$ cat config.mk
export PLATFORM = sky130hd
export DESIGN_NAME = rx_err_logger
export DESIGN_NICKNAME = d
export VERILOG_FILES = /design/src/rtl/rxerr_pkg.sv /design/src/rtl/rxerr_ctrl.sv /design/src/rtl/rxerr_datapath.sv /design/src/rtl/rx_err_logger.sv
export SDC_FILE = /design/constraint.sdc
export NUM_CORES = 1
export LEC_CHECK = 0
export BUFFER_PORTS_ARGS = -buffer_cell sky130_fd_sc_hd__buf_2
export CORE_MARGIN = 1.5
export CORE_UTILIZATION = 45
export DETAILED_ROUTE_END_ITERATION = 7
export MAX_ROUTING_LAYER = met4
export PLACE_DENSITY = 0.83
export SYNTH_ARGS = -nofsm -noshare
export SYNTH_HDL_FRONTEND = slang
export SYNTH_SLANG_ARGS = --single-unit
$ cat constraint.sdc
create_clock -name clk -period 1.35 [get_ports clk]
set_input_delay 0.0675 -clock clk [delete_from_list [all_inputs] [get_ports clk]]
set_output_delay 0.0675 -clock clk [all_outputs]
set_load 0.1 [all_outputs]
$ cat src/rtl/rxerr_pkg.sv
package rxerr_pkg;
  localparam int ERR_N = 6;

  localparam int ERR_UNLOCK  = 0;
  localparam int ERR_VALID   = 1;
  localparam int ERR_BIPHASE = 2;
  localparam int ERR_PARITY  = 3;
  localparam int ERR_QCRC    = 4;
  localparam int ERR_CSCRC   = 5;

  // flags allowed to act on the audio sample
  localparam logic [ERR_N-1:0] AUDIO_ERR_SET =
    (ERR_N'(1) << ERR_UNLOCK) | (ERR_N'(1) << ERR_VALID) |
    (ERR_N'(1) << ERR_BIPHASE) | (ERR_N'(1) << ERR_PARITY);

  typedef enum logic [1:0] {
    HOLD_REPEAT = 2'b00,
    HOLD_ZERO   = 2'b01,
    HOLD_PASS   = 2'b10,
    HOLD_RSVD   = 2'b11
  } holdMode_t;

  typedef enum logic [1:0] {
    SEL_PASS   = 2'b00,
    SEL_REPEAT = 2'b01,
    SEL_ZERO   = 2'b10
  } sampleSel_t;

  typedef struct packed {
    logic [ERR_N-1:0] setBits;
    logic             clearAll;
    logic             loadSample;
    sampleSel_t       sel;
    logic             pulse;
  } ctrlStb_t;
endpackage

$ cat src/rtl/rxerr_ctrl.sv
module rxerr_ctrl
  import rxerr_pkg::*;
(
  input  logic             sampleStb,
  input  logic [ERR_N-1:0] errIn,
  input  logic [ERR_N-1:0] errMask,
  input  logic [1:0]       holdMode,
  input  logic             rdStb,
  output ctrlStb_t         ctrl
);
  logic [ERR_N-1:0] enabledErr;
  logic             audioHit;

  always_comb begin
    enabledErr = sampleStb ? (errIn & errMask) : '0;
    audioHit   = |(enabledErr & AUDIO_ERR_SET);
  end

  always_comb begin
    ctrl            = '0;
    ctrl.setBits    = enabledErr;
    ctrl.clearAll   = rdStb;
    ctrl.loadSample = sampleStb;
    ctrl.pulse      = |enabledErr;
    ctrl.sel        = SEL_PASS;
    if (audioHit) begin
      unique case (holdMode_t'(holdMode))
        HOLD_REPEAT: ctrl.sel = SEL_REPEAT;
        HOLD_ZERO:   ctrl.sel = SEL_ZERO;
        default:     ctrl.sel = SEL_PASS;
      endcase
    end
  end
endmodule

$ cat src/rtl/rxerr_datapath.sv
module rxerr_datapath
  import rxerr_pkg::*;
#(
  parameter int DATA_W = 24
) (
  input  logic              clk,
  input  logic              rstN,
  input  ctrlStb_t          ctrl,
  input  logic [DATA_W-1:0] sampleIn,
  output logic [ERR_N-1:0]  statusQ,
  output logic              irqQ,
  output logic              pulseQ,
  output logic [DATA_W-1:0] sampleQ,
  output logic              sampleVldQ
);
  logic [ERR_N-1:0] statusNext;

  always_comb statusNext = ctrl.setBits | (ctrl.clearAll ? '0 : statusQ);

  for (genvar b = 0; b < ERR_N; b++) begin : g_sticky
    always_ff @(posedge clk or negedge rstN) begin
      if (!rstN)                statusQ[b] <= 1'b0;
      else if (ctrl.setBits[b]) statusQ[b] <= 1'b1;
      else if (ctrl.clearAll)   statusQ[b] <= 1'b0;
    end

    p_sticky_hold_r2: assert property (@(posedge clk) disable iff (!rstN)
      (statusQ[b] && !ctrl.clearAll) |=> statusQ[b])
      else $error("sticky bit %0d dropped without read", b);
  end

  always_ff @(posedge clk or negedge rstN) begin
    if (!rstN) begin
      irqQ       <= 1'b0;
      pulseQ     <= 1'b0;
      sampleQ    <= '0;
      sampleVldQ <= 1'b0;
    end else begin
      irqQ       <= |statusNext;
      pulseQ     <= ctrl.pulse;
      sampleVldQ <= ctrl.loadSample;
      if (ctrl.loadSample) begin
        unique case (ctrl.sel)
          SEL_REPEAT: sampleQ <= sampleQ;
          SEL_ZERO:   sampleQ <= '0;
          default:    sampleQ <= sampleIn;
        endcase
      end
    end
  end

  p_read_clear_r3: assert property (@(posedge clk) disable iff (!rstN)
    (ctrl.clearAll && ctrl.setBits == '0) |=> (statusQ == '0))
    else $error("read did not clear status");

  p_vld_follow_r11: assert property (@(posedge clk) disable iff (!rstN)
    ctrl.loadSample |=> sampleVldQ)
    else $error("sample valid missing");
endmodule

$ cat src/rtl/rx_err_logger.sv
module rx_err_logger
  import rxerr_pkg::*;
#(
  parameter int DATA_W = 24
) (
  input  logic              clk,
  input  logic              rstN,
  input  logic              sampleStb,
  input  logic [DATA_W-1:0] sampleIn,
  input  logic [ERR_N-1:0]  errIn,
  input  logic [ERR_N-1:0]  errMask,
  input  logic [1:0]        holdMode,
  input  logic              rdStb,
  output logic [ERR_N-1:0]  statusOut,
  output logic              errPulse,
  output logic              irq,
  output logic [DATA_W-1:0] sampleOut,
  output logic              sampleOutVld
);
  ctrlStb_t ctrl;

  rxerr_ctrl u_ctrl (
    .sampleStb (sampleStb),
    .errIn     (errIn),
    .errMask   (errMask),
    .holdMode  (holdMode),
    .rdStb     (rdStb),
    .ctrl      (ctrl)
  );

  rxerr_datapath #(.DATA_W(DATA_W)) u_dp (
    .clk        (clk),
    .rstN       (rstN),
    .ctrl       (ctrl),
    .sampleIn   (sampleIn),
    .statusQ    (statusOut),
    .irqQ       (irq),
    .pulseQ     (errPulse),
    .sampleQ    (sampleOut),
    .sampleVldQ (sampleOutVld)
  );

  p_masked_silent_r4: assert property (@(posedge clk) disable iff (!rstN)
    (sampleStb && (errIn & errMask) == '0 && !rdStb)
      |=> (!errPulse && statusOut == $past(statusOut)))
    else $error("masked frame had a visible effect");

  p_pulse_on_err_r5: assert property (@(posedge clk) disable iff (!rstN)
    (sampleStb && (errIn & errMask) != '0) |=> errPulse)
    else $error("no pulse for enabled error");

  p_irq_level_r6: assert property (@(posedge clk) disable iff (!rstN)
    irq == (|statusOut))
    else $error("interrupt does not track status");

  p_zero_hold_r8: assert property (@(posedge clk) disable iff (!rstN)
    (sampleStb && (errIn & errMask & AUDIO_ERR_SET) != '0 && holdMode == 2'b01)
      |=> (sampleOut == '0))
    else $error("zero hold not applied");

  p_clean_pass_r10: assert property (@(posedge clk) disable iff (!rstN)
    (sampleStb && (errIn & errMask & AUDIO_ERR_SET) == '0)
      |=> (sampleOut == $past(sampleIn)))
    else $error("sample altered without audio error");
endmodule

# Word-level counts from Yosys, hierarchy flattened
# Index checks and enable logic that the tools add are counted.
[op_classes]
mul = 0
n_shift = 0
n_eq_ne = 3
n_bitwise = 3
n_addsub = 0
n_reduce_logical = 11
mux = 12
div = 0
order_cmp = 0
[op_table]
columns = ["op", "n"]
rows = [
  ["24-bit one-hot mux with 2 select lines", 1],
  ["6-bit two-way mux", 2],
  ["2-bit nonzero test", 6],
  ["6-bit OR reduction", 2],
  ["1-bit two-way mux", 7],
  ["6-bit bitwise AND", 1],
  ["6-bit bitwise OR", 1],
  ["2-bit by 1-bit equality test with 1-bit output, second input constant", 2],
  ["2-bit one-hot mux with 2 select lines", 1],
  ["4-bit OR reduction", 1],
  ["2-bit equality test, second input constant", 1],
  ["2-bit zero test", 1],
  ["2-bit two-way mux", 1],
  ["2-bit AND reduction", 1],
  ["1-bit NOT", 1],
]
[word_totals]
in_bits = 42
register_bits = 33
output_inout_bits = 33
rom_bits = 0
ramBits = 0
latchBits = 0
n_memories = 0
wordCells = 39

# Logic depth before layout (Yosys ltp)
[logic_depth]
depth_word = 7
ltp_mapped = 5
mapped_depth_nobuf = 4

# Modules after synthesis
# A second synthesis with hierarchy kept.
[unflattened]
hier_cells = 139
area_unflattened_um2 = 1517.7
[by_module_without_submodules]
columns = ["module", "cells_each", "n_inst", "seq_area_each_um2", "area_each_um2"]
rows = [
  ["rxerr_datapath", 125, 1, 825.8, 1402.6],
  ["rxerr_ctrl", 14, 1, 0.0, 115.1],
]

# Worst setup path after synthesis
# No wires, ideal clock.
[synth_timing]
kind = "flip-flop to flip-flop"
startpoint = "register u_dp.statusQ[4]"
endpoint = "register u_dp.irqQ"
path_buffers = 0
t_required_ns = 1.271
synth_period_minus_slack_ns = 1.410
arrival_ns = 1.331
stages_incl_launch_ff = 5
setup_time_ns = 0.079
path_slack_ns = -0.060
cell_sequence = "dfrtp_1 inv_1 nand4_1 nor3_1 o21bai_1"
[synth_via]
elab_chain_cells = 3
[synth_rtl]
columns = ["element", "line_no", "rtl"]
rows = [
  ["from (decl)", "rxerr_datapath.sv:10", "output logic [ERR_N-1:0] statusQ,"],
  ["from (signal, indexed assignment)", "rxerr_datapath.sv:22", "if (!rstN) statusQ[b] <= 1'b0;"],
  ["from (signal, indexed assignment)", "rxerr_datapath.sv:23", "else if (ctrl.setBits[b]) statusQ[b] <= 1'b1;"],
  ["from (signal, indexed assignment)", "rxerr_datapath.sv:24", "else if (ctrl.clearAll) statusQ[b] <= 1'b0;"],
  ["6-bit two-way mux", "rxerr_datapath.sv:18", "always_comb statusNext = ctrl.setBits | (ctrl.clearAll ? '0 : statusQ);"],
  ["6-bit bitwise OR", "rxerr_datapath.sv:18", ""],
  ["6-bit OR reduction", "rxerr_datapath.sv:39", "irqQ <= |statusNext;"],
  ["to (signal assigned)", "rxerr_datapath.sv:39", ""],
  ["to (decl)", "rxerr_datapath.sv:11", "output logic irqQ,"],
]
# Every way passes these cells.
# A chain may end at the register's enable or synchronous reset.

# Worst setup path in the final report
[layout_timing]
startpoint = "input sampleStb"
endpoint = "register u_dp.statusQ[1]"
[layout_via]
elab_chain_cells = 2
elab_cells_between_ends = 3
classes_between = "2 x mux; 1 x reduce/logical"
[layout_rtl]
columns = ["element", "line_no", "rtl"]
rows = [
  ["from (decl)", "rx_err_logger.sv:8", "input logic sampleStb,"],
  ["6-bit two-way mux *", "rxerr_ctrl.sv:15", "enabledErr = sampleStb ? (errIn & errMask) : '0;"],
  ["1-bit two-way mux or 2-bit nonzero test (tied branches)", "n/a", ""],
]
# Every way passes the cells marked *; elsewhere a longest branch is shown, timed or not.

==> metrics.md <==
| Metric | Value |
|---|---|
| Status | `completed` |
| Final nets | `between 200 and 250` |
| Synth Register Bits | `33` |
| Worst EP arrival | `~1.5 ns` |
| Share of cells above drive strength 1 | `0.465` |
| Drt via density | `5.24` |
| Sequential fraction of the synthesis area | `0.671` |
| VDD IR max | `between 0.001 and 0.0015 V` |
| Reg2Reg Depth | `4` |
| Vias after detailed routing | `1195` |
| CP top delay family | `buffers and inverters` |
| Syn Std Cell Area | `1230 um^2` |
| Total iterations of the first detailed-routing run | `4` |
| Post_cts resized | `0` |
| Syn Nets | `between 100 and 150` |
| Setup violations, final | `0` |
| Layout Skew | `0.000546 ns` |
| Reg2Reg Launch Point | `u_dp.statusQ[4]$_DFFE_PN0P_` |
| Vias in the first global route | `about 1200` |
| CP required | `1.56 ns` |
| Post-DP HPWL | `2.09 mm` |
| H-tree depth | `2` |
| Final ANT Viol Nets | `0` |
| DRT Wirelength | `3.43 mm` |
| Tot GR Track Use | `0.240` |
| Max cap viols | `0` |
| WHS Path Cells | `3` |
| Crit path largest cell delay | `between 0.5 and 0.6 ns` |
| Slowest cell on the critical path | `dlygate4sd3_1` |
| DRC | `0` |
| Core Area | `about 2500 um^2` |
| Slew Limit Fails | `0` |
| Largest net degree at the start of global routing | `34` |
| Pwr dens | `1510 nW/um^2` |
| Die area | `3060 um^2` |
| Critical path capture point type | `register` |
| R2r setup slk | `0.38 ns` |
| Worst Path Max Fanout | `8` |
| Commonest non-fill, non-tap cells in the layout | `buf_2, dlygate4sd3_1, dfrtp_1` |
| Leak | `0.00105 uW` |
| Max Buffers Root-to-Sink | `2` |
| Tmin final | `1.25 ns` |
| CTS clk-pin slew, worst paths | `0.10 ns` |
| Synth-to-layout area growth | `63.4%` |
| Initial Util | `0.488` |
| Synthesized instance count | `88` |
| Crit path buffers/inverters | `3` |
| Drt wl/cell | `15.0 um` |
| Normalized max-slew margin | `0.372` |
| Worst hold endpoint | `u_dp.statusQ[0]$_DFFE_PN0P_` |
| Row count | `18` |
| Measured slew at the worst slew-check pin | `between 0.9 and 1 ns` |
| N_diodes | `0` |
| Clk_lat worst skew | `roughly 0.32 ns` |
| Final worst slack | `around 0.096 ns` |
| Place WS | `-0.0868 ns` |
| Unrepaired setup endpoints after global routing | `false` |
| Commonest non-fill, non-tap cell in the layout | `buf_2` |
| Post CTS Setup Buffer Count | `0` |
| Setup_tns | `0 ns` |
| Final Hold Viols | `0` |
| First-pass GRT wire length | `5.51 mm` |
| CTS Buf Count | `5` |
| Type of origin of the critical path | `input pin` |
| Kind of critical path | `input pin to register` |
| Num ports | `75` |
| Die Y | `around 55 um` |
| Clk sinks | `33` |
| Tcrit/Tclk final | `0.929` |
| GR Overflow Total | `0` |
| Initial antenna violation count | `0` |
| Distinct cells, synth | `16` |
| CTS tree | `built` |
| Cell Chain, Critical Path | `dlygate4sd3_1, buf_2, nand3_1, dlygate4sd3_1, o21ai_0` |
| Syn Area/Cell | `roughly 14 um^2` |
| Synth warn | `0` |
| Clock Tree Root | `clkbuf_4` |
| Die W | `55.3 um` |
| Fill cells | `165` |
| Initial drt markers | `44` |
| Min-delay src | `errIn[0]` |
| Number of port buffers | `74` |
| Most common cell on crit path | `dlygate4sd3_1` |
| R2R Path End | `u_dp.irqQ$_DFF_PN0_` |
| FMAX | `~0.8 GHz` |
| Hold Crit Class | `input pin to register` |
| GPL Wtd Cong | `about 0.84` |
## metal layers
metal | vias up | part of all wire | track usage
met1 | 586 | 0.39 | 0.279
met5 | - | 0 | -
met3 | 4 | 0.059 | 0.0632
met2 | 56 | 0.54 | 0.401
li1 | 549 | - | -
met4 | 0 | 0.0079 | 0.0836
## per-stage QoR
step | cells | instance area (um^2) | util | hold slack, ns | total power, uW
after global placement | 191 | 1650 | 0.654 | 0.143 | 2350
after detailed placement | 191 | 1650 | 0.654 | 0.158 | 2360
after global routing | 228 | 2010 | 0.797 | 0.0125 | 3150
final | 228 | 2010 | 0.797 | 0.00574 | 3030
after floorplan | 88 | 1230 | - | -0.228 | 2110
after CTS | 228 | 2010 | 0.797 | 0.000943 | 3050
## repair_timing
action / 4_1_cts / 5_1_grt
endpoints found under the hold margin: 60 / 0
endpoints found under the setup margin: 0 / 0
hold buffers: 29 / 0
## cell usage after synthesis (all sizes together)
cell,instances,share of area
o31ai,1,0.010
o22ai,2,0.010
o21bai,1,0.0061
o21ai,4,0.016
nor3,1,0.0041
a221oi,1,0.012
nand4,1,0.0051
a31oi,1,0.0051
a22o,25,0.18
nand2,2,0.0061
o21a,1,0.0071
nand3,4,0.016
dfrtp,33,0.67
inv,7,0.021
buf,4,0.031
## report_power, final
group          switching [uW]  internal, uW  leakage (uW)  total [uW]
combinational             994           268      0.000603        1260
sequential               59.0          1100      0.000409        1160
clock                     315           302     0.0000413         617
## cell type report
class | instances | area [um^2] | area share
Clock buffer | 7 | 65.1 | 0.0324
Clock inverter | 1 | 5.00 | 0.00249
Inverter | 7 | 26.3 | 0.0131
Multi-Input combinational cell | 44 | 349 | 0.174
Sequential cell | 33 | 831 | 0.413
Tap cell | 30 | 37.5 | 0.0187
Timing Repair Buffer | 106 | 696 | 0.346
## registers in the layout (all words and copies together), names as in the netlist
name	cells
u_dp.pulseQ	1
u_dp.irqQ	1
u_dp.sampleVldQ	1
u_dp.sampleQ	24
u_dp.statusQ	6
## worst register-to-register path: stages (launching register included)
cell and delay [ns]:
dfrtp_2 0.41, inv_1 0.08, nand4_1 0.10, nor3_1 0.19
o21bai_1 0.09
## worst max-delay path by stage
stage	startpoint	endpoint	slack (ns)	cells after the start
after detailed placement	errIn[1]	u_dp.sampleQ[23]$_DFFE_PN0P_	-0.09	5
after CTS	sampleStb	u_dp.statusQ[1]$_DFFE_PN0P_	0.10	5
after floorplan	u_dp.statusQ[0]$_DFFE_PN0P_	u_dp.irqQ$_DFF_PN0_	0.09	2
after global routing	sampleStb	u_dp.statusQ[1]$_DFFE_PN0P_	0.05	5
final	sampleStb	u_dp.statusQ[1]$_DFFE_PN0P_	0.1	5
after global placement	errIn[1]	u_dp.sampleQ[8]$_DFFE_PN0P_	-0.06	5
## kinds of logic after synthesis
logic type	share of synthesized area
DFF	0.671
buffers and inverters	0.0519
and+or+nand+nor	0.0315
AOI/OAI and AO/OA	0.245
No activity file was read; power rests on OpenSTA's default activity.
